$ cat config.mk
export PLATFORM = sky130hd
export DESIGN_NAME = lru_matrix_tracker
export DESIGN_NICKNAME = d
export VERILOG_FILES = /design/src/rtl/lru_pkg.sv /design/src/rtl/lru_age_matrix.sv /design/src/rtl/lru_oldest_row.sv /design/src/rtl/lru_fill_mask.sv /design/src/rtl/lru_matrix_tracker.sv
export SDC_FILE = /design/constraint.sdc
export NUM_CORES = 1
export LEC_CHECK = 0
export BUFFER_PORTS_ARGS = -buffer_cell sky130_fd_sc_hd__buf_2
export CAP_MARGIN = 20
export CORE_ASPECT_RATIO = 1.2
export CORE_UTILIZATION = 47
export CTS_CLUSTER_SIZE = 10
export DETAILED_ROUTE_END_ITERATION = 6
export PLACE_DENSITY_LB_ADDON = 0.3
export SETUP_SLACK_MARGIN = 0.2
export SYNTH_ARGS = -nofsm -noshare
export SYNTH_HDL_FRONTEND = slang
export SYNTH_SLANG_ARGS = --single-unit
export TNS_END_PERCENT = 5
$ cat constraint.sdc
create_clock -name clk -period 8.74 [get_ports clk]
set_input_delay 1.311 -clock clk [delete_from_list [all_inputs] [get_ports clk]]
set_output_delay 1.311 -clock clk [all_outputs]
set_load 0.02 [all_outputs]
$ cat src/rtl/lru_pkg.sv
package lru_pkg;

    typedef enum logic {
        SRC_FILL = 1'b0,
        SRC_AGE  = 1'b1
    } victim_src_e;

    function automatic int idx_bits(input int n);
        return (n < 2) ? 1 : $clog2(n);
    endfunction

    function automatic int cnt_bits(input int n);
        return $clog2(n + 1);
    endfunction

endpackage

$ cat src/rtl/lru_age_matrix.sv
module lru_age_matrix #(
    parameter int N  = 4,
    parameter int IW = 2
) (
    input  logic                  clk,
    input  logic                  rst,
    input  logic                  acc_en,
    input  logic [IW-1:0]         acc_slot,
    output logic [N-1:0][N-1:0]   rows
);

    logic [N-1:0][N-1:0] mat_q;
    logic [N-1:0][N-1:0] mat_d;

    always_comb begin
        mat_d = mat_q;
        for (int r = 0; r < N; r++) begin
            for (int c = 0; c < N; c++) begin
                if (acc_slot == IW'(c))
                    mat_d[r][c] = 1'b0;
                else if (acc_slot == IW'(r))
                    mat_d[r][c] = 1'b1;
            end
        end
    end

    always_ff @(posedge clk) begin
        if (rst)
            mat_q <= '0;
        else if (acc_en)
            mat_q <= mat_d;
    end

    assign rows = mat_q;

    // matrix is clear after reset
    p_reset_clear_r1: assert property (@(posedge clk) rst |=> (mat_q == '0));

    // the used row carries N-1 ones and a zero diagonal
    p_row_set_r2: assert property (@(posedge clk) disable iff (rst)
        acc_en && (int'(acc_slot) < N) |=>
            ($countones(mat_q[$past(acc_slot)]) == N - 1) &&
            !mat_q[$past(acc_slot)][$past(acc_slot)]);

    // idle cycles hold the matrix
    p_hold_r6: assert property (@(posedge clk) disable iff (rst)
        !acc_en |=> $stable(mat_q));

endmodule

$ cat src/rtl/lru_oldest_row.sv
module lru_oldest_row #(
    parameter int N  = 4,
    parameter int IW = 2
) (
    input  logic [N-1:0][N-1:0] rows,
    output logic [IW-1:0]       oldest
);

    localparam int CW = lru_pkg::cnt_bits(N);

    logic [CW-1:0] ones_cnt [N];

    genvar g;
    generate
        for (g = 0; g < N; g++) begin : g_cnt
            assign ones_cnt[g] = CW'($countones(rows[g]));
        end
    endgenerate

    logic [CW-1:0] best_cnt;

    always_comb begin
        oldest   = '0;
        best_cnt = ones_cnt[0];
        for (int r = 1; r < N; r++) begin
            if (ones_cnt[r] < best_cnt) begin
                best_cnt = ones_cnt[r];
                oldest   = IW'(r);
            end
        end
    end

endmodule

$ cat src/rtl/lru_fill_mask.sv
module lru_fill_mask #(
    parameter int N  = 4,
    parameter int IW = 2
) (
    input  logic          clk,
    input  logic          rst,
    input  logic          acc_en,
    input  logic [IW-1:0] acc_slot,
    output logic [IW-1:0] free_slot,
    output logic          all_used
);

    logic [N-1:0] used_q;

    always_ff @(posedge clk) begin
        if (rst)
            used_q <= '0;
        else if (acc_en) begin
            for (int i = 0; i < N; i++)
                if (acc_slot == IW'(i))
                    used_q[i] <= 1'b1;
        end
    end

    always_comb begin
        free_slot = '0;
        for (int i = N - 1; i >= 0; i--)
            if (!used_q[i])
                free_slot = IW'(i);
    end

    assign all_used = &used_q;

    // once all slots are used the mask stays full
    p_full_sticky_r3: assert property (@(posedge clk) disable iff (rst)
        all_used |=> all_used);

    // idle cycles hold the mask
    p_mask_hold_r6: assert property (@(posedge clk) disable iff (rst)
        !acc_en |=> $stable(used_q));

endmodule

$ cat src/rtl/lru_matrix_tracker.sv
module lru_matrix_tracker #(
    parameter  int N  = 4,
    localparam int IW = lru_pkg::idx_bits(N)
) (
    input  logic          clk,
    input  logic          rst,
    input  logic          acc_en,
    input  logic [IW-1:0] acc_slot,
    output logic [IW-1:0] victim_slot,
    output logic          slots_full
);

    import lru_pkg::*;

    logic [N-1:0][N-1:0] rows;
    logic [IW-1:0]       oldest;
    logic [IW-1:0]       free_slot;
    logic                all_used;
    victim_src_e         src;

    lru_age_matrix #(.N(N), .IW(IW)) u_matrix (
        .clk      (clk),
        .rst      (rst),
        .acc_en   (acc_en),
        .acc_slot (acc_slot),
        .rows     (rows)
    );

    lru_oldest_row #(.N(N), .IW(IW)) u_oldest (
        .rows   (rows),
        .oldest (oldest)
    );

    lru_fill_mask #(.N(N), .IW(IW)) u_fill (
        .clk       (clk),
        .rst       (rst),
        .acc_en    (acc_en),
        .acc_slot  (acc_slot),
        .free_slot (free_slot),
        .all_used  (all_used)
    );

    assign src = all_used ? SRC_AGE : SRC_FILL;

    always_comb begin
        case (src)
            SRC_AGE:  victim_slot = oldest;
            default:  victim_slot = free_slot;
        endcase
    end

    assign slots_full = all_used;

    // outputs start from the cleared state
    p_reset_out_r1: assert property (@(posedge clk) rst |=>
        (victim_slot == '0) && !slots_full);

    // the mask only fills on an enabled access
    p_full_rise_r3: assert property (@(posedge clk) disable iff (rst)
        $rose(slots_full) |-> $past(acc_en));

    // with all slots used, the slot just accessed is not the victim
    p_mru_not_victim_r2: assert property (@(posedge clk) disable iff (rst)
        (N > 1) && acc_en && slots_full |=> (victim_slot != $past(acc_slot)));

    // with all slots used, the victim's row is empty
    p_victim_row_zero_r4: assert property (@(posedge clk) disable iff (rst)
        slots_full |-> (rows[victim_slot] == '0));

    // an idle cycle keeps the victim
    p_victim_hold_r6: assert property (@(posedge clk) disable iff (rst)
        !acc_en |=> $stable(victim_slot) && $stable(slots_full));

endmodule

**After elaboration in Yosys (flattened, before gate mapping)**

Index checks and enable logic that the tools add are counted.

- Register bits: 16
- Bits of input ports: 5
- Output and inout bits: 3
- Logic and storage cells: 75

- Add/sub/neg operators: 8
- Order comparisons: 3
- Equal/unequal tests: 3
- Multiplexer cells: 27
- Reductions and logical operators: 18

Operators by type and width:

| kind | number |
|---|---|
| $reduce_and 2->1 | 10 |
| $mux 1 | 18 |
| $mux 2 | 7 |
| $reduce_bool 2->1 | 6 |
| $lt 3x3->1 | 3 |
| $add 1x1->2 | 4 |
| $add 1x3->3 | 2 |
| $add 3x1->3 | 2 |
| $mux 3 | 2 |
| $eq 2x2->1 const B | 2 |
| $reduce_and 4->1 | 1 |
| $eq 2x1->1 const B | 1 |
| $logic_not 2->1 | 1 |

**Logic depth before layout (Yosys ltp)**

Gate-level depths: netlist (run 1).

- Word-level depth: 9
- Mapped depth: 19
- Mapped depth without buffers: 19

**By module**

A second synthesis (run 1) with hierarchy kept.

- Cells, all modules: 125
- Area total of the unflattened synthesis: 1209.9 µm²

Modules (own cells, without submodules):

| module | instances | cells each | area each (µm²) |
|---|---|---|---|
| lru_age_matrix | 1 | 53 | 541.8 |
| lru_oldest_row | 1 | 50 | 479.2 |
| lru_fill_mask | 1 | 20 | 166.4 |
| lru_matrix_tracker | 1 | 2 | 22.5 |

**Least setup slack after synthesis (run 1)**

Ideal clock, no wire load.

- Path kind: reg2out
- Start: register u_matrix.mat_q, in the netlist u_matrix.rows[6]
- End: output victim_slot[1]
- Arrival: 3.411 ns
- Slack: 4.018 ns
- Cell stages (with the launch flop): 19
- Cells stage by stage: dfxtp_1 > ha_1 > ha_1 > ha_1 > ha_1 > nand2_1 > o21ai_1 > mux2i_1 > ha_1 > nor2_1 > o21bai_2 > o31ai_2 > nand2_1 > o21a_1 > ha_1 > nand2_1 > o21a_1 > a211o_1 > nor2b_4

- Longest elaborated chain between the ends: 9
- Elaborated cells on any way between the ends: 10

Ends and longest elaborated chain:

| item | RTL line | source |
|---|---|---|
| start, declared | lru_age_matrix.sv:12 | `logic [N-1:0][N-1:0] mat_q;` |
| start signal, assigned | lru_age_matrix.sv:31 | `mat_q <= mat_d;` |
| $add 1x1->2 (not written as such) * | lru_oldest_row.sv:16 | `assign ones_cnt[g] = CW'($countones(rows[g]));` |
| $add 1x3->3 (not written as such) * | lru_oldest_row.sv:16 |  |
| $lt 3x3->1 | lru_oldest_row.sv:26 | `if (ones_cnt[r] < best_cnt) begin` |
| $mux 3 * | lru_oldest_row.sv:26 |  |
| $lt 3x3->1 | lru_oldest_row.sv:26 |  |
| $mux 3 | lru_oldest_row.sv:26 |  |
| $lt 3x3->1 | lru_oldest_row.sv:26 |  |
| $mux 2 * | lru_oldest_row.sv:26 |  |
| $mux 2 * | lru_matrix_tracker.sv:46 | `case (src)` |
| end, declared | lru_matrix_tracker.sv:9 | `output logic [IW-1:0] victim_slot,` |

Mark *: on every way between the ends. The rest lies on a longest branch, timed or not.

**Worst setup path in the final report (run 1)**

Same ends and word-level chain as after synthesis.

==> metrics, run 1 <==
nets@finish=159; drt wl/cell=12.61 µm; vias in the first global route=around 860; Post-CTS Setup Inserts=0; GPL Wtd Cong=approximately 0.87; Routed Antenna Nets=0; fmax=183.8 MHz; Port Buffers=7; CP max FO=4; Yosys reg bits=16; RSZ-0062 raised after global routing=no; min Tclk post-route=5441 ps; Critical-path top delay cell=ha_1; NetSw=0.00004526 W; hold_buf cts=0; maximum VDD drop=0.00009409 V; register share of total power=0.531; CP Class=reg2out; fill count=219; Slew Limit Fails=0; Worst Hold Launch=u_fill.used_q[1]; clock power share=0.235; sequential area share after synthesis=0.2816; Mapped Area=0.001137 mm²; CTS resizes=0; most frequent CP cell=ha_1; initial antenna violation count=0; worst skew pair latency=270 ps; CTS tree=built; Critical Path RT=~7400 ps; Leak=0.5773 nW; Ports=8; via density per instance=5.432; Clk pin slew, worst setup/hold paths=around 80 ps; CP Capture Type=output port; Antenna Cells=0; setup TNS=0 ps; TritonCTS buffer count=3; Sink Count=16; Max clock buf depth=2; Internal=0.0001083 W; number of remaining DRC errors=0; syn_area_per_cell=9.557 µm²; die width=46.91 µm; CP delay by family, top=adder cells; Netlist cell types=26; core area=0.002282 mm²; Setup-failing EPs final=0; CTS root buf=clkbuf_4; Syn-to-layout area delta=6.710%; Die ar.=0.002621 mm²; cell chain of the critical path=ha_1 -> ha_1 -> ha_1 -> ha_1 -> nand2_1 -> o21ai_1 -> mux2i_1 -> ha_1 -> nor2_1 -> o21bai_2 -> o31ai_2 -> nand2_1 -> o21a_1 -> ha_1 -> nand2_1 -> o21a_1 -> a211o_1 -> nor2b_4 -> buf_2; Clock Skew=0 ps; Cells after Synth=119; CP Launch Point=u_matrix.rows[6]; Place WS=3589 ps; Max Cap Viol=0; CP Launch Type=register; Final Hold Vio Count=0; first-pass GRT wire length=3.422 mm; hpwl dp=1.588 mm; gr ovfl total=0; relative slew slack=0.7377; slowest cell delay on critical path=approximately 350 ps; Post-Syn Nets=roughly 150; GR Util All Layers=0.1758; die height=55.89 µm; CP Buf/Inv Count=1; Net Sw Frac=0.2947; layout cells sized above 1=0.1210; largest net degree at the start of global routing=26; Comb power frac=0.234; initial core utilization=0.4984; status=finished, final reports clean; WL final=slightly below 2 mm; worst-margin pin slew=393.5 ps; row cnt=19; vias=approximately 840; Reg2Reg Launch Point=u_matrix.rows[12]; Worst Hold Class=reg2reg; P per Cell Area=126.5 mW/mm²; Initial DRC Count=13; drt first pass iters=4; slack of the critical path=~3300 ps; final worst-path cycle share=0.6226; Worst EP arrival=4130 ps; total number of yosys warnings=0; CTS HTree Levels=1
[synthesized netlist by cell type]
cell / instances / area (µm²)
a211o_1: 1 / 8.760
a211oi_1: 10 / 75.07
a211oi_2: 1 / 12.51
a21oi_1: 17 / 85.08
a21oi_2: 1 / 8.760
a22o_1: 1 / 8.760
a311oi_1: 2 / 17.52
buf_2: 1 / 5.000
clkbuf_1: 4 / 15.01
dfxtp_1: 16 / 320.3
fa_1: 4 / 80.08
ha_1: 24 / 300.3
inv_1: 8 / 30.03
mux2i_1: 1 / 10.01
nand2_1: 6 / 22.52
nand2b_1: 1 / 6.260
nor2_1: 9 / 33.78
nor2b_1: 2 / 12.51
nor2b_4: 1 / 13.76
o2111ai_1: 1 / 8.760
o21a_1: 2 / 15.01
o21ai_0: 1 / 5.000
o21ai_1: 2 / 10.01
o21bai_2: 1 / 11.26
o2bb2ai_1: 1 / 8.760
o31ai_2: 1 / 12.51
[worst min-delay path, stage by stage, from the launching register on]
cell and delay [ps]:
dfxtp_1 350, a21oi_1 50, nor2_1 70
[worst paths after layout]
kind	endpoint	slack [ps]	cells past startpoint
hold reg to reg	u_fill.used_q[1]	500	2
hold / removal	u_fill.used_q[1]	500	2
setup / recovery	victim_slot[1]	3300	19
setup reg to reg	u_matrix.rows[12]	8020	2
[kinds of logic after synthesis]
group / synth area share
AO/OA/AOI/OAI: 0.2530
adder cells (fa/ha/maj): 0.3344
buffers and inverters: 0.04400
flip-flops: 0.2816
multiplexers: 0.008801
AND/OR/NAND/NOR: 0.07810
[cell type report]
class / count / area [µm²] / share of cell area
tap: 31 / 38.79 / 0.03196
inverter: 8 / 30.03 / 0.02474
clock buffer: 3 / 22.52 / 0.01856
sequential: 16 / 320.3 / 0.2639
multi-input combinational: 90 / 767.0 / 0.6320
timing repair buffer: 7 / 35.03 / 0.02887
[layer usage]
metal	part of all wire	vias up	routed length, µm	GRT usage
li1	-	431	-	-
met1	0.44	389	856	0.2088
met2	0.51	14	1006	0.2877
met3	0.012	8	23	0.009740
met4	0.035	0	69	0.1184
met5	0	-	0	0
[per-stage QoR]
step	util	area, µm²	total power, W	std cells	hold WS (ps)
2_1_floorplan	-	1137	0.0001109	119	452.4
3_3_place_gp	0.5219	1191	0.0001178	152	471.0
3_5_place_dp	0.5219	1191	0.0001193	152	477.3
4_1_cts	0.5318	1214	0.0001549	155	496.8
5_1_grt	0.5318	1214	0.0001627	155	544.2
6_report	0.5318	1214	0.0001536	155	504.6
[cell usage in the layout, fill, tap and decap left out]
cell	instances
o21ai_1	2
o31ai_2	1
a211oi_1	10
a22o_1	1
a21oi_2	1
o21bai_2	1
a21oi_1	17
ha_1	24
o2111ai_1	1
nor2b_4	1
a311oi_1	2
nand2b_1	1
mux2i_1	1
o2bb2ai_1	1
a211o_1	1
o21a_1	2
buf_2	7
inv_1	8
nand2_1	6
fa_1	4
clkbuf_4	3
nor2_1	9
dfxtp_1	16
nor2b_1	2
a211oi_2	1
o21ai_0	1
[state kept, by name, indices dropped and copies added, names as in the netlist]
| signal | count |
|---|---|
| u_matrix.rows | 12 |
| u_fill.used_q | 4 |
[power by group through the flow]
stage | Clock, W | Combinational, W | Sequential, W
2_1_floorplan | 0 | 0.0000286 | 0.0000823
4_1_cts | 0.0000372 | 0.0000361 | 0.0000817
3_5_place_dp | 0 | 0.0000359 | 0.0000834
6_report | 0.0000361 | 0.0000359 | 0.0000816
3_3_place_gp | 0 | 0.0000346 | 0.0000832
5_1_grt | 0.0000394 | 0.0000409 | 0.0000824
(Power assumes the default switching activity.)
==> inputs of run 2 (changes only) <==
- ABC_AREA: not set -> 1
- clock period: 8.74 -> 4.7 ns (I/O delays scaled with it)
==> run 2 against run 1 <==
Against the previous run: combinational power increased to 3.1 times the previous value; synthesized cell count grew 18%; largest power group unchanged; design area rose by 6.0%; area after synthesis increased by 1.5%; worst hold slack worse by 18 ps; largest cell class unchanged.
==> metrics, run 2 <==
fmax=234.8 MHz; CP Class=reg2out; drt first pass iters=6 (+2); Setup-failing EPs final=0 (unchanged); Port Buffers=7 (unchanged); CTS root buf=clkbuf_4; slowest cell delay on critical path=340 ps (about the same); Cells after Synth=141 (+18%); worst-margin pin slew=214.5 ps (-179.0 ps); Largest register FFs=12 (unchanged); min Tclk post-route=4259 ps; vias=888 (+5.5%); layout cells sized above 1=0.2267 (+0.1057); syn_area_per_cell=8.190 µm² (-14%); Initial DRC Count=22 (+9); Post-Syn Nets=174 (+14%); CP delay by family, top=adder cells; Critical-path top delay cell=dfxtp_2; Worst Hold Class=reg2reg; area of the multi-input gates=769.5 µm² (+0.33%); worst skew pair latency=290 ps (+20 ps); hpwl dp=1.722 mm (+8.4%); Post-CTS Setup Inserts=0 (unchanged); Yosys reg bits=16 (unchanged); Yosys top cell area share=0.2774 (-0.004272); final instance area=0.001286 mm² (+6.0%); nets@finish=184 (+16%); Mapped Area=0.001155 mm² (+1.5%); Worst EP arrival=3550 ps (-580 ps); Post-Layout Cell Count=181 (+17%); final worst-path cycle share=0.9063; largest net degree at the start of global routing=10 (-62%); vias in the first global route=886 (+2.7%); initial core utilization=0.5008 (+0.002459); dominant synthesized flop cell=dfxtp_1; Antenna Cells=0 (unchanged); fill count=237 (+8.2%); Reg2Reg Launch Point=u_matrix.rows[9]; drt wl/cell=11.54 µm (-8.5%); status=finished, final reports clean; Yosys top cell by area=dfxtp_1; CP Buf/Inv Count=4 (+3); most common cell after layout, fill and taps aside=nor2_1; CTS HTree Levels=1 (unchanged); Worst Hold Launch=u_fill.used_q[2]; placed cell areas=0.001221 mm² (+2.5%); most frequent cells in the layout=23 x nor2_1, 22 x ha_1, 21 x nand2_1; sequential area share after synthesis=0.2774 (-0.004272); initial antenna violation count=0 (unchanged); via density per instance=4.906 (-9.7%); most frequent CP cell=nand2_1; Register Area=325.3 µm² (+1.6%); CTS tree=built; row cnt=19 (unchanged); Critical Path RT=3990 ps (-3440 ps); first-pass GRT wire length=3.567 mm (+4.2%); asr flop ratio synth=0 (unchanged); maximum VDD drop=0.0002041 V (+120%); Max Cap Viol=0 (unchanged); core area=0.002306 mm² (+1.0%); Slew Limit Fails=0 (unchanged); CP Launch Type=register; Netlist cell types=18 (-31%); RSZ-0062 raised after global routing=no; Leak=0.6990 nW (+21%); total number of yosys warnings=0 (unchanged); number of remaining DRC errors=0 (unchanged); GR Util All Layers=0.1846 (+0.008844); die width=47.25 µm (+0.74%); die height=56.30 µm (+0.74%); WL final=2.088 mm (+6.8%); CP Capture Type=output port; relative slew slack=0.8561 (+0.1185); Area contributors post-synth=dfxtp_1 28%, ha_1 26%, nor2_1 7.8%; Final Hold Vio Count=0 (unchanged); gr ovfl total=0 (unchanged); Post-synth EDFFs=0 (unchanged); Routed Antenna Nets=0 (unchanged); Clk pin slew, worst setup/hold paths=90 ps (about the same); Syn-to-layout area delta=11.38%; Pwr Total=0.0003537 W (+130%); Sink Count=16 (unchanged); Die ar.=0.002660 mm² (+1.5%); Max clock buf depth=2 (unchanged); dpl cells=177 (+16%); P per Cell Area=275.0 mW/mm² (+120%); TritonCTS buffer count=3 (unchanged); setup TNS=0 ps (unchanged); CP Launch Point=u_matrix.rows[2]; Ports=8 (unchanged); Clock Skew=0 ps (unchanged); CP max FO=4 (unchanged); GPL Wtd Cong=0.8119 (-6.6%); synth cell count leaders=24 x ha_1, 24 x nor2_1, 21 x nand2_1
==> run 2: cell types whose count changed in the layout (fill, tap and decap cells not counted), sizes merged, moves of 5 or more <==
cell | previous run | this run
a211oi | 11 | 4
a21oi | 18 | 10
nand2 | 6 | 28
nor2 | 9 | 24
nand3 | 0 | 5
inv | 8 | 20
==> run 2: repair_timing <==
| action | CTS | global route |
|---|---|---|
| hold buffers | 0 | 0 |
| pin swaps | 0 | 3 |
| resized for setup | 1 | 11 |
| endpoints found under the setup margin | 2 | 2 |
==> run 2: area by class of cell <==
type / count / share of cell area
clock buffer: 4 / 0.02821
inverter: 21 / 0.06128
multi-input combinational: 102 / 0.5983
sequential: 16 / 0.2529
tap: 31 / 0.03016
timing repair buffer: 7 / 0.02918
==> run 2: final timing paths <==
check	to	slack, ps	depth (start not counted)
max reg2reg	u_matrix.rows[9]	3970	2
min	u_fill.used_q[2]	490	2
min reg2reg	u_fill.used_q[2]	490	2
max	victim_slot[0]	440	25
==> run 2: kinds of logic (layout without fill, tap and decap cells) <==
| logic type | Yosys count | after routing | share of synthesized area |
|---|---|---|---|
| simple gates | 57 | 57 | 0.2232 |
| compound gates | 17 | 17 | 0.09535 |
| flops | 16 | 16 | 0.2774 |
| buf+inv | 23 | 32 | 0.07475 |
| fa+ha+maj | 28 | 28 | 0.3294 |
==> run 2: report_power, final <==
part / internal (W) / switching (W) / leakage [nW]
registers: 0.000144 / 0.00000826 / 0.133
clock network: 0.0000472 / 0.0000421 / 0.0210
logic: 0.0000429 / 0.0000691 / 0.545
==> run 2: stage by stage <==
stage	hold slack [ps]	util	worst slack, ps
6_report	487.0	0.5578	440.6
5_1_grt	499.3	0.5578	182.7
4_1_cts	487.5	0.5453	240.1
3_5_place_dp	474.3	0.5296	484.9
3_3_place_gp	458.2	0.5296	694.2
2_1_floorplan	445.4	-	803.8
==> run 2: worst reg2reg max path, stage by stage, from the launching register on <==
cell,delay (ps)
dfxtp_1,420
a21oi_1,60
a211oi_1,170
==> run 2: metal layers <==
layer / track usage / vias to the layer above / part of all wire
met5: 0 / - / 0
met4: 0.07347 / 0 / 0.020
met3: 0.009646 / 5 / 0.012
met2: 0.3366 / 9 / 0.55
met1: 0.2077 / 415 / 0.42
li1: - / 459 / -
==> inputs of run 3 (changes only) <==
- clock period: 4.7 -> 4.2 ns (I/O delays scaled with it)
==> run 3 against run 2 <==
Against the previous run: sequential power increased by 13%; design area grew 16%; non-clock buffer count up 10; critical path depth decreased by 1; routed wire length grew 15%; critical path type unchanged; critical endpoint unchanged; largest power group unchanged.
==> metrics, run 3 (synthesis gave the netlist of run 2 again) <==
fmax=approximately 250 MHz; CP delay by family, top=adder cells; Setup-failing EPs final=0 (unchanged); via density per instance=4.880 (-0.54%); Routed Antenna Nets=0 (unchanged); Layout Utilization=0.6451 (+0.08736); hpwl dp=1.704 mm (-1.0%); clock power share=0.232 (-0.021); CP Launch Type=register; most frequent cells in the layout=23 x nor2_1, 17 x nand2_1, 17 x ha_1; vias=932 (+5.0%); Net Sw Frac=0.3475 (+0.009739); core area=0.002306 mm² (unchanged); worst skew pair latency=290 ps (about the same); nets@finish=194 (+5.4%); drt wl/cell=12.53 µm (+8.6%); layout cells sized above 1=0.3625 (+0.1358); GR Util All Layers=0.1975 (+0.01289); NetSw=0.0001531 W (+28%); Ports=8 (unchanged); CP Buf/Inv Count=3 (-1); Leak=0.7441 nW (+6.5%); CP max FO=3 (-1); first-pass GRT wire length=3.698 mm (+3.7%); slowest cell delay on critical path=370 ps (+30 ps); CTS tree=built; P per Cell Area=296.0 mW/mm² (+7.6%); relative slew slack=0.8571 (+0.0009400); Worst Hold Class=reg2reg; Syn-to-layout area delta=28.82%; CTS root buf=clkbuf_4; worst-margin pin slew=214.1 ps (-0.4085 ps); GRT met3 Usage=0.03537 (+0.02572); row cnt=19 (unchanged); Clk pin slew, worst setup/hold paths=90 ps (about the same); die height=56.30 µm (unchanged); drt first pass iters=4 (-2); most common cell after layout, fill and taps aside=nor2_1; final instance area=0.001488 mm² (+16%); Port Buffers=7 (unchanged); Critical-path top delay cell=dfxtp_4; Max clock buf depth=2 (unchanged); Comb power frac=0.380 (+0.063); CTS HTree Levels=1 (unchanged); initial core utilization=0.5008 (unchanged); GR Util met2=0.3346 (-0.001957); placed cell areas=0.001221 mm² (unchanged); Largest register FFs=12 (unchanged); CP Class=reg2out; Slew Limit Fails=0 (unchanged); Initial DRC Count=14 (-36%); vias in the first global route=918 (+3.6%); CP Capture Type=output port; most frequent CP cell=nand2_1; GRT busiest layer=met2; Pwr Total=0.0004404 W (+25%); RSZ-0062 raised after global routing=yes; Final Hold Vio Count=0 (unchanged); Critical Path RT=3570 ps (-420 ps); TritonCTS buffer count=3 (unchanged); number of remaining DRC errors=0 (unchanged); Sink Count=16 (unchanged); Worst EP arrival=3390 ps (-160 ps); setup TNS=0 ps (unchanged); initial antenna violation count=0 (unchanged); cell chain of the critical path=ha_4 -> ha_4 -> ha_4 -> ha_4 -> a21oi_4 -> nand2_4 -> nand2_2 -> o21ai_2 -> ha_1 -> inv_1 -> nor2_2 -> nand2_4 -> nand2_4 -> nand2_2 -> o21ai_2 -> ha_1 -> nand2_1 -> inv_1 -> nand2_1 -> nand2_2 -> nand2_1 -> nand2_1 -> nand2_1 -> buf_6; die width=47.25 µm (unchanged); gr ovfl total=0 (unchanged); WL final=2.393 mm (+15%); final worst-path cycle share=0.9572; Clock Skew=0 ps (unchanged); largest net degree at the start of global routing=10 (unchanged); register share of total power=0.388 (-0.043); Antenna Cells=0 (unchanged); global routing usage on met1=0.2193 (+0.01152); Die ar.=0.002660 mm² (unchanged); min Tclk post-route=4020 ps; GPL Wtd Cong=0.8120 (about the same); hold slack=480.6 ps (-6.369 ps); Max Cap Viol=0 (unchanged); status=finished, final reports clean; Internal=0.0002874 W (+23%); maximum VDD drop=0.0002749 V (+35%)
-- run 3: cell count changes in the layout (fill, tap and decap cells not counted), sizes merged --
cell    change
buf        +10
inv         +1
clkinv      -1
-- run 3: power by group through the flow --
stage | Sequential, W | Combinational [W] | Clock (W)
2_1_floorplan | 0.000171 | 0.0000989 | 0
3_3_place_gp | 0.000173 | 0.000115 | 0
3_5_place_dp | 0.000174 | 0.000121 | 0
4_1_cts | 0.000171 | 0.000152 | 0.000105
5_1_grt | 0.000172 | 0.000185 | 0.000112
6_report | 0.000171 | 0.000167 | 0.000102
-- run 3: per-stage QoR --
stage	instances	setup WS (ps)
floorplan	141	378.8
global placement	177	292.3
detailed placement	177	87.81
CTS	188	200.1
global route	191	15.54
finish	191	179.7
-- run 3: repair_timing --
item,in CTS,in global routing
pin swaps,8,12
hold buffers,0,0
setup buffers,7,3
gates cloned,0,0
setup endpoints to repair,2,2
gates resized for setup,29,10
-- run 3: path summary, 6_finish.rpt --
| check | depth (start not counted) | startpoint | slack [ps] | end |
|---|---|---|---|---|
| max | 24 | u_matrix.rows[7] | 180 | victim_slot[0] |
| min | 2 | u_fill.used_q[2] | 480 | u_fill.used_q[2] |
| max reg2reg | 3 | u_matrix.rows[3] | 3440 | u_matrix.rows[3] |
| min reg2reg | 2 | u_fill.used_q[2] | 480 | u_fill.used_q[2] |
-- run 3: worst register-to-register path: cells and delay by family (launching register included) --
family	cells	cell delay, ps
flip-flops	1	360
AO/OA/AOI/OAI	2	210
buffers and inverters	1	120
-- run 3: area by class of cell --
type                    instances  area, µm²
fillers                       208      818.3
well taps                      31      38.79
clock buffers                   4      36.28
inverters                      21      83.83
flip-flops and latches         16      330.3
repair buffers                 17      118.9
multi-input cells             102      879.6
-- run 3: metal layers --
| layer | vias to the layer above | wire (µm) |
|---|---|---|
| met5 | - | 0 |
| met3 | 7 | 38 |
| met1 | 430 | 1017 |
| met4 | 0 | 74 |
| li1 | 480 | - |
| met2 | 15 | 1263 |
